**src/rtl/lin_cal_pkg.sv**
```systemverilog
package lin_cal_pkg;
    typedef enum logic [1:0] {
        S_IDLE    = 2'd0,
        S_ARMED   = 2'd1,
        S_MEASURE = 2'd2
    } meter_state_e;
endpackage

```
**src/rtl/lin_edge_sync.sv**
```systemverilog
module lin_edge_sync #(
    parameter int STAGES = 2
) (
    input  logic clk,
    input  logic rst_n,
    input  logic line_in,
    output logic fall
);
    logic [STAGES:0] pipe_q;

    always_ff @(posedge clk or negedge rst_n) begin
        if (!rst_n) pipe_q <= '1;
        else        pipe_q <= {pipe_q[STAGES-1:0], line_in};
    end

    assign fall = pipe_q[STAGES] & ~pipe_q[STAGES-1];
endmodule

```
**src/rtl/lin_sync_meter.sv**
```systemverilog
module lin_sync_meter
    import lin_cal_pkg::*;
#(
    parameter int CNT_W  = 15,
    parameter int DIV_W  = 12,
    parameter int EDGES  = 5,
    parameter int SHIFT  = 3
) (
    input  logic             clk,
    input  logic             rst_n,
    input  logic             fall,
    input  logic             brk_det,
    input  logic             enable,
    output logic             busy,
    output logic             done,
    output logic             err,
    output logic [DIV_W-1:0] result
);
    localparam int EC_W = $clog2(EDGES);
    localparam logic [CNT_W-1:0] CNT_MAX = '1;
    localparam logic [EC_W-1:0] LAST_IDX = EC_W'(EDGES - 2);

    meter_state_e      state_q, state_d;
    logic [CNT_W-1:0]  cnt_q;
    logic [EC_W-1:0]   edge_q;
    logic              err_q;
    logic              arm, fifth, sat;
    logic [CNT_W:0]    total, rnd_full;

    assign arm   = brk_det & enable;
    assign fifth = (state_q == S_MEASURE) && enable && !arm && fall && (edge_q == LAST_IDX);
    assign sat   = (state_q == S_MEASURE) && enable && !arm && !fifth && (cnt_q == CNT_MAX);

    always_comb begin
        state_d = state_q;
        unique case (state_q)
            S_IDLE:    if (arm) state_d = S_ARMED;
            S_ARMED: begin
                if (!enable)   state_d = S_IDLE;
                else if (arm)  state_d = S_ARMED;
                else if (fall) state_d = S_MEASURE;
            end
            S_MEASURE: begin
                if (!enable)           state_d = S_IDLE;
                else if (arm)          state_d = S_ARMED;
                else if (fifth || sat) state_d = S_IDLE;
            end
            default:   state_d = S_IDLE;
        endcase
    end

    always_ff @(posedge clk or negedge rst_n) begin
        if (!rst_n) begin
            state_q <= S_IDLE;
            cnt_q   <= '0;
            edge_q  <= '0;
            err_q   <= 1'b0;
        end else begin
            state_q <= state_d;
            if (state_q != S_MEASURE) begin
                cnt_q  <= '0;
                edge_q <= '0;
            end else begin
                cnt_q <= cnt_q + 1'b1;
                if (fall) edge_q <= edge_q + 1'b1;
            end
            if (arm)      err_q <= 1'b0;
            else if (sat) err_q <= 1'b1;
        end
    end

    always_comb begin
        total    = {1'b0, cnt_q} + 1'b1;
        rnd_full = (total + (CNT_W+1)'(1 << (SHIFT-1))) >> SHIFT;
        busy     = (state_q != S_IDLE);
        done     = fifth;
        err      = err_q;
        result   = (|rnd_full[CNT_W:DIV_W]) ? '1 : rnd_full[DIV_W-1:0];
    end
endmodule

```
**src/rtl/lin_div_regs.sv**
```systemverilog
module lin_div_regs #(
    parameter int INT_W  = 8,
    parameter int FRAC_W = 4,
    parameter logic [INT_W+FRAC_W-1:0] NOM_RESET = 12'h0A0
) (
    input  logic                    clk,
    input  logic                    rst_n,
    input  logic                    wr_en,
    input  logic                    wr_sel,
    input  logic [INT_W-1:0]        wr_data,
    input  logic                    meas_done,
    input  logic [INT_W+FRAC_W-1:0] meas_val,
    output logic [INT_W+FRAC_W-1:0] nom_q,
    output logic [INT_W+FRAC_W-1:0] meas_q,
    output logic [INT_W+FRAC_W-1:0] act_q
);
    logic int_wr, frac_wr;
    assign int_wr  = wr_en & wr_sel;
    assign frac_wr = wr_en & ~wr_sel;

    always_ff @(posedge clk or negedge rst_n) begin
        if (!rst_n) begin
            nom_q  <= NOM_RESET;
            meas_q <= '0;
            act_q  <= NOM_RESET;
        end else begin
            if (int_wr)       nom_q[INT_W+FRAC_W-1:FRAC_W] <= wr_data;
            else if (frac_wr) nom_q[FRAC_W-1:0] <= wr_data[FRAC_W-1:0];
            if (meas_done)    meas_q <= meas_val;
            if (int_wr)         act_q <= {wr_data, nom_q[FRAC_W-1:0]};
            else if (meas_done) act_q <= meas_val;
        end
    end
endmodule

```
**src/rtl/lin_baud_tick.sv**
```systemverilog
module lin_baud_tick #(
    parameter int DIV_W = 12,
    parameter int OSR   = 16,
    parameter int MIN_DIV = 16
) (
    input  logic             clk,
    input  logic             rst_n,
    input  logic [DIV_W-1:0] divider,
    output logic             tick
);
    localparam int ACC_W = DIV_W + 1;

    logic [ACC_W-1:0] acc_q, sum, eff;
    logic             hit;

    always_comb begin
        eff = (divider < DIV_W'(MIN_DIV)) ? ACC_W'(MIN_DIV) : {1'b0, divider};
        sum = acc_q + ACC_W'(OSR);
        hit = (sum >= eff);
    end

    always_ff @(posedge clk or negedge rst_n) begin
        if (!rst_n) begin
            acc_q <= '0;
            tick  <= 1'b0;
        end else begin
            acc_q <= hit ? (sum - eff) : sum;
            tick  <= hit;
        end
    end
endmodule

```
**src/rtl/lin_baud_autocal.sv**
```systemverilog
module lin_baud_autocal #(
    parameter int INT_W  = 8,
    parameter int FRAC_W = 4,
    parameter int CNT_W  = 15,
    parameter logic [INT_W+FRAC_W-1:0] NOM_RESET = 12'h0A0
) (
    input  logic                    clk,
    input  logic                    rst_n,
    input  logic                    rxd,
    input  logic                    brk_det,
    input  logic                    autosync_en,
    input  logic                    wr_en,
    input  logic                    wr_sel,
    input  logic [INT_W-1:0]        wr_data,
    output logic                    baud_tick,
    output logic                    meas_busy,
    output logic                    meas_err,
    output logic [INT_W+FRAC_W-1:0] div_nom,
    output logic [INT_W+FRAC_W-1:0] div_meas,
    output logic [INT_W+FRAC_W-1:0] div_act
);
    localparam int DIV_W = INT_W + FRAC_W;
    localparam int OSR   = 16;

    logic             rx_fall, m_done;
    logic [DIV_W-1:0] m_val;

    lin_edge_sync #(.STAGES(2)) u_sync (
        .clk(clk), .rst_n(rst_n), .line_in(rxd), .fall(rx_fall)
    );

    lin_sync_meter #(.CNT_W(CNT_W), .DIV_W(DIV_W), .EDGES(5), .SHIFT(3)) u_meter (
        .clk(clk), .rst_n(rst_n), .fall(rx_fall), .brk_det(brk_det),
        .enable(autosync_en), .busy(meas_busy), .done(m_done),
        .err(meas_err), .result(m_val)
    );

    lin_div_regs #(.INT_W(INT_W), .FRAC_W(FRAC_W), .NOM_RESET(NOM_RESET)) u_regs (
        .clk(clk), .rst_n(rst_n), .wr_en(wr_en), .wr_sel(wr_sel),
        .wr_data(wr_data), .meas_done(m_done), .meas_val(m_val),
        .nom_q(div_nom), .meas_q(div_meas), .act_q(div_act)
    );

    lin_baud_tick #(.DIV_W(DIV_W), .OSR(OSR), .MIN_DIV(1 << FRAC_W)) u_tick (
        .clk(clk), .rst_n(rst_n), .divider(div_act), .tick(baud_tick)
    );
endmodule

```
**config.mk**
```make
export PLATFORM = sky130hd
export DESIGN_NAME = lin_baud_autocal
export DESIGN_NICKNAME = d
export VERILOG_FILES = /design/src/rtl/lin_cal_pkg.sv /design/src/rtl/lin_edge_sync.sv /design/src/rtl/lin_sync_meter.sv /design/src/rtl/lin_div_regs.sv /design/src/rtl/lin_baud_tick.sv /design/src/rtl/lin_baud_autocal.sv
export SDC_FILE = /design/constraint.sdc
export NUM_CORES = 1
export LEC_CHECK = 0
export ABC_AREA = 0
export BUFFER_PORTS_ARGS = -buffer_cell sky130_fd_sc_hd__clkbuf_2
export CAP_MARGIN = 20
export CORE_MARGIN = 8
export CORE_UTILIZATION = 62
export CTS_CLUSTER_DIAMETER = 100
export DETAILED_ROUTE_END_ITERATION = 6
export MAX_ROUTING_LAYER = met4
export PLACE_DENSITY = 0.87
export SYNTH_ARGS = -nofsm -noshare
export SYNTH_HDL_FRONTEND = slang
export SYNTH_SLANG_ARGS = --single-unit
```
**constraint.sdc**
```tcl
create_clock -name clk -period 4.82 [get_ports clk]
set_clock_uncertainty 0.2 [all_clocks]
set_input_delay 0.482 -clock clk [delete_from_list [all_inputs] [get_ports clk]]
set_output_delay 0.482 -clock clk [all_outputs]
set_load 0.01 [all_outputs]
```
==> run metrics, run 1 <==
filler instances=457; Worst Setup EP=u_tick.acc_q[10]$_DFF_PN0_; DRC=0; I/O pins=54; clock slew seen by the registers of the worst setup and hold paths=0.08 ns; worst setup path start=u_regs.act_q[5]$_DFFE_PN1P_; clock power share=a little under a fifth; final setup fails=0; Root Buffer=clkbuf_8; post-synthesis mux area share=under 10%; R2R Path End=u_tick.acc_q[10]$_DFF_PN0_; Port Buffers=53; WP data required=a little under 5 ns; Comb pwr share=roughly 50%; post-synth net total=447; post-layout minimum cycle time=between 3 and 4 ns; sequential power share=approximately 32%; final hold violation count=0; worst hold path class=in -> async; distinct cell type count after synthesis=56; Core ar.=approximately 6300 sq um; post-synthesis adder-cell area fraction=approximately 5.5%; Max clock buf depth=2; Slew Viols, Final=0; GRT Util Overall=between 20% and 30%; Initial Utilization=63.9%; complex-gate fraction of the synthesized area=12.8%; Vias=between 3k and 4k; Sw Ratio=approximately 38%; reg2reg setup slack=between 1.5 and 2 ns; flops & latches, synth=74; WL/cell=about 17 um; crit start category=register; Final Non-Filler Cells=roughly 550; simple-gate share of the synthesized area=19.5%; peak supply drop=between 0.0006 and 0.0007 V; critical path class=reg -> reg; dominant synthesized flop cell=dfrtp_1; P_sw=just under 1 mW; Post-Syn Instances=415; layout cells sized above 1=22.1%; Chip Height=96.7 um; Post-synth EDFFs=0; H-tree level count=3; Antenna Nets Post-Route=0; Critical Path Fanout Max=4; synth warn=0; Die Width=approximately 97 um; reg2reg start=u_regs.act_q[5]$_DFFE_PN1P_; TritonRoute pass-1 iters=5; Post-synth ARST share=100%; sequential element share of the synthesized area=between 40 and 50%; WP data arrival=3.31 ns; slew margin rel.=roughly two fifths; number of buffers created by CTS=9; Final period util=between 60 and 70%; DRT iter0 DRCs=between 150 and 200; largest family of logic cells by synthesized area=simple AND/OR/NAND/NOR gates; Cells after DPL=530; internal power=1.60 mW; count leader, synth=dfrtp_1; Row Count=29; Final #Nets=497; gpl congestion=0.888; DP Wirelength=between 6000 and 7000 um; DR vias/cell=5.89; leading post-synthesis cells by cell area=dfrtp_1, xnor2_1, ha_1; FF-to-FF path depth=12; CTS tree=built; initial antenna violation count=0; Worst Setup End Kind=register; total grt overflow=0; Leakage=around 2.1 nW; number of global-route vias before repair=between 3k and 4k; Die ar.=just over 9000 sq um; Synth Area in XOR/XNOR=7.60%; synthesis-to-layout area growth=12.7%; cts repair resizes=0; top cell type's share of synthesized area=between 40% and 50%; Mapped Area=4040 sq um; setup TNS=0 ns; Peak Freq=0.311 GHz; Skew-Pair Late Insertion Delay=about 0.36 ns; Clock Sinks=74; global-route wire length before repair=around 16000 um; Worst-Margin Slew=0.914 ns; antenna cells=0; Pwr Density=563 nW/um^2; Synth Area per Inst=~9.7 sq um; Post-synth top cells=dfrtp_1, nand2_1, nor2_1; area leader, netlist=dfrtp_1; WL final=around 9300 um; largest net degree at the start of global routing=75; status=finished, final reports clean; RSZ-0062 raised after global routing=no; max cap viols=0
[layout by cell type (no fill, tap or decap), types with 6 or more instances in the layout]
| master | instances |
|---|---|
| and2_1 | 9 |
| ha_1 | 16 |
| nor3_1 | 6 |
| dfrtp_1 | 67 |
| xnor2_1 | 23 |
| o21ai_0 | 22 |
| dfstp_2 | 7 |
| nand4_1 | 6 |
| nand2_1 | 52 |
| inv_1 | 19 |
| a21oi_1 | 21 |
| nor2b_1 | 6 |
| nand3_1 | 11 |
| clkbuf_2 | 52 |
| a21o_1 | 8 |
| nor2_1 | 40 |
| mux2_2 | 7 |
| clkbuf_8 | 10 |
| xor2_1 | 12 |
[sequential cells by signal, summed over array words and instances (netlist names)]
signal           cells
u_meter.err          1
u_meter.cnt_q       15
u_sync.pipe_q        3
u_meter.edge_q       3
u_meter.state_q      2
u_regs.act_q        12
u_regs.meas_q       12
u_tick.tick          1
u_tick.acc_q        13
u_regs.nom_q        12
[power by group through the flow]
stage          sequential (mW)  clock [mW]  combinational [mW]
2_1_floorplan            0.825           0               0.985
3_3_place_gp             0.826           0                1.18
3_5_place_dp             0.830           0                1.24
6_report                 0.822       0.492                1.25
4_1_cts                  0.821       0.500                1.25
5_1_grt                  0.835       0.520                1.36
[final cells by class]
class / instances / area (sq um) / share of cell area [%]
well taps: 77 / 96.3 / 2.12
flip-flops and latches: 74 / 1860 / 40.9
clock inverters: 6 / 65.1 / 1.43
clock buffers: 10 / 138 / 3.03
inverters: 19 / 71.3 / 1.57
repair buffers: 55 / 285 / 6.27
multi-input cells: 306 / 2030 / 44.7
[per-stage QoR]
stage	total power [mW]	area [sq um]	utilization (%)	worst slack [ns]	hold slack (ns)
after floorplan	1.81	4040	-	1.87	-0.0136
after global placement	2.01	4330	68.6	1.81	0.147
after detailed placement	2.07	4330	68.6	1.68	0.147
after CTS	2.57	4550	72.0	1.64	0.0805
after global routing	2.72	4550	72.0	1.48	0.111
final	2.56	4550	72.0	1.61	0.0531
[metal layers]
metal  track usage, %  up-vias  part of all wire, %
li1                 -     1540                    -
met1             23.9     1565                   42
met2             33.8      102                   51
met3             4.69       16                  5.7
met4             9.35        0                  1.8
met5                -        -                    0
[critical path: stages (launching register included)]
cell and delay, ns:
dfstp_2 0.56, nor4_1 0.07, nand2_1 0.13, and2_1 0.15
ha_1 0.16, inv_1 0.06, fa_1 0.40, nand3_1 0.13
a21oi_1 0.10, nor3_2 0.27, or4b_2 0.62, o211ai_1 0.12
mux2_4 0.17
[how the worst min path moves through the flow]
stage / startpoint / to / slack [ns] / depth (start not counted)
4_1_cts: rst_n / u_meter.state_q[0]$_DFFE_PN0P_ / 0.08 / 1
6_report: rst_n / u_meter.state_q[0]$_DFFE_PN0P_ / 0.05 / 1
3_3_place_gp: u_sync.pipe_q[0]$_DFF_PN1_ / u_sync.pipe_q[1]$_DFF_PN1_ / 0.15 / 0
2_1_floorplan: rst_n / u_meter.cnt_q[0]$_DFF_PN0_ / -0.01 / 0
3_5_place_dp: u_sync.pipe_q[0]$_DFF_PN1_ / u_sync.pipe_q[1]$_DFF_PN1_ / 0.15 / 0
5_1_grt: brk_det / u_meter.err$_DFFE_PN0P_ / 0.11 / 2
[logic make-up after synthesis]
group	after synthesis
simple gates	160
compound gates	78
flops	74
xor+xnor	35
buf+inv	35
fa+ha+maj	17
mux	16
[repair_timing]
item,in CTS,in global routing
setup buffers,0,0
hold buffers,1,0
setup endpoints to repair,0,0
hold endpoints to repair,1,0
(Power assumes the default switching activity.)
==> inputs of run 2 (changes only) <==
--- a/config.mk
+++ b/config.mk
@@ -9,11 +9,11 @@
 export BUFFER_PORTS_ARGS = -buffer_cell sky130_fd_sc_hd__clkbuf_2
 export CAP_MARGIN = 20
 export CORE_MARGIN = 8
-export CORE_UTILIZATION = 62
+export CORE_UTILIZATION = 58
 export CTS_CLUSTER_DIAMETER = 100
 export DETAILED_ROUTE_END_ITERATION = 6
 export MAX_ROUTING_LAYER = met4
-export PLACE_DENSITY = 0.87
+export PLACE_DENSITY = 0.82
 export SYNTH_ARGS = -nofsm -noshare
 export SYNTH_HDL_FRONTEND = slang
 export SYNTH_SLANG_ARGS = --single-unit
==> constraint.sdc (replaced) <==
create_clock -name clk -period 3.2 [get_ports clk]
set_clock_uncertainty 0.2 [all_clocks]
set_input_delay 0.32 -clock clk [delete_from_list [all_inputs] [get_ports clk]]
set_output_delay 0.32 -clock clk [all_outputs]
set_load 0.01 [all_outputs]
==> run metrics, run 2 (same netlist as run 1, synthesis figures left out) <==
status=finished, final reports clean; Critical Path Fanout Max=6; reg2reg setup slack=between 0.09 and 0.1 ns; WL/cell=16.4 um; Worst Setup End Kind=register; WP data arrival=approximately 3.1 ns; DP Wirelength=roughly 6900 um; Final Non-Filler Cells=approximately 570; Final #Nets=roughly 520; leading cell type in the layout, fill and taps excluded=dfrtp_1; WL final=9360 um; post-layout minimum cycle time=around 3.1 ns; slew margin rel.=around three fifths; global-route wire length before repair=~16000 um; final hold violation count=0; Worst Setup EP=u_tick.acc_q[9]$_DFF_PN0_; Vias=roughly 3.3k; DR vias/cell=5.73; Slew Viols, Final=0; WP data required=about 3.2 ns; reg2reg start=u_regs.act_q[6]$_DFFE_PN0P_; Die Width=approximately 99 um; pre-CTS setup slack=about 0.067 ns; GRT Util Overall=about a fifth; largest net degree at the start of global routing=29; crit start category=register; FF/Latch Area=between 1500 and 2000 sq um; Clock Sinks=74; CP delay by family, top=compound AO/OA/AOI/OAI gates; hold_sp=autosync_en; synthesis-to-layout area growth=18.2%; clock slew seen by the registers of the worst setup and hold paths=0.07 ns; Peak Freq=0.322 GHz; I/O pins=between 50 and 60; number of buffers created by CTS=9; Antenna Nets Post-Route=0; Worst-Margin Slew=0.576 ns; Row Count=30; Slowest-stage cell, CP=dfrtp_2; filler instances=~500; Max stage delay on crit path=around 0.44 ns; max cap viols=0; R2R Path End=u_tick.acc_q[9]$_DFF_PN0_; TritonRoute pass-1 iters=4; gpl congestion=roughly 0.91; layout cells sized above 1=24.6%; worst hold path class=in -> reg; CTS tree=built; Largest Register=u_meter.cnt_q; worst-path cell chain=nor4_4, nand2_2, and2_1, ha_1, nor2b_2, o2111ai_2, a31oi_2, o22ai_2, o311a_4, clkbuf_4, mux2_4; peak supply drop=between 0.0003 and 0.0004 V; Final WS setup=between 0.09 and 0.1 ns; H-tree level count=3; Cells after DPL=537; max FFs per register=15; Chip Height=between 90 and 100 um; critical path class=reg -> reg; Die ar.=about 9900 sq um; Skew-Pair Late Insertion Delay=0.35 ns; DRT iter0 DRCs=about 150; area of the multi-input gates=a little over 2000 sq um; Worst Hold Path Cells=3; number of global-route vias before repair=3368; Worst Path Buf+Inv=1; Final period util=between 90% and 100%; Hold WS=about 0.019 ns; setup TNS=0 ns; DRC=0; antenna cells=0; Core ar.=6760 sq um; most frequent cells in the layout=dfrtp_1, clkbuf_2, nand2_1; initial antenna violation count=0; Finished Cell Area=approximately 4800 sq um; Initial Utilization=between 50% and 60%; biggest regs=u_meter.cnt_q (15), u_tick.acc_q (13); FF-to-FF path depth=11; cell count along the critical path=11; final setup fails=0; Root Buffer=clkbuf_8; Placement Cell Area=roughly 4400 sq um; total grt overflow=0; Port Buffers=53; Pwr Density=848 nW/um^2; Max clock buf depth=2; worst setup path start=u_regs.act_q[6]$_DFFE_PN0P_; Leakage=2.20 nW
## run 2: final cells by class
cell class	instances	share of cell area, %
well taps	80	2.10
flip-flops and latches	74	39.0
inverters	19	1.50
clock inverters	3	0.839
clock buffers	13	3.12
multi-input cells	306	43.4
repair buffers	76	9.97
## run 2: worst min path at each step
stage,endpoint,slack (ns)
after floorplan,u_meter.cnt_q[0]$_DFF_PN0_,-0.18
after CTS,u_meter.state_q[0]$_DFFE_PN0P_,0.003
final,u_meter.state_q[0]$_DFFE_PN0P_,0.02
after global placement,u_tick.tick$_DFF_PN0_,0.13
after global routing,u_regs.nom_q[0]$_DFFE_PN0P_,0.003
after detailed placement,u_tick.tick$_DFF_PN0_,0.14
## run 2: worst reg2reg max path, cell delays in order (launching register included)
cell       delay (ns)
dfrtp_2          0.44
nor4_4           0.33
nand2_2          0.12
and2_1           0.18
ha_1             0.20
nor2b_2          0.16
o2111ai_2        0.15
a31oi_2          0.22
o22ai_2          0.13
o311a_4          0.38
clkbuf_4         0.19
mux2_4           0.30
## run 2: through the flow
step,util [%],total power [mW]
final,70.6,4.04
after global routing,70.6,4.30
after CTS,68.9,3.82
after detailed placement,64.6,3.09
after global placement,64.6,3.00
after floorplan,-,2.73
## run 2: where the power goes
part	leakage [nW]	internal [mW]	switching, mW
Clock	0.0974	0.380	0.335
Sequential	0.928	1.11	0.130
Combinational	1.17	1.07	1.02
## run 2: routing by layer
layer / share of wire, % / GRT usage (%)
met5: 0 / -
met4: 1.8 / 9.08
met3: 3.1 / 4.40
met2: 52 / 32.7
met1: 43 / 23.7
## run 2: repair_timing
| action | 4_1_cts | 5_1_grt |
|---|---|---|
| endpoints found under the setup margin | 0 | 13 |
| buffers inserted | 0 | 8 |
| hold endpoints to repair | 32 | 0 |
| resized for setup | 0 | 9 |
| hold buffers | 10 | 0 |
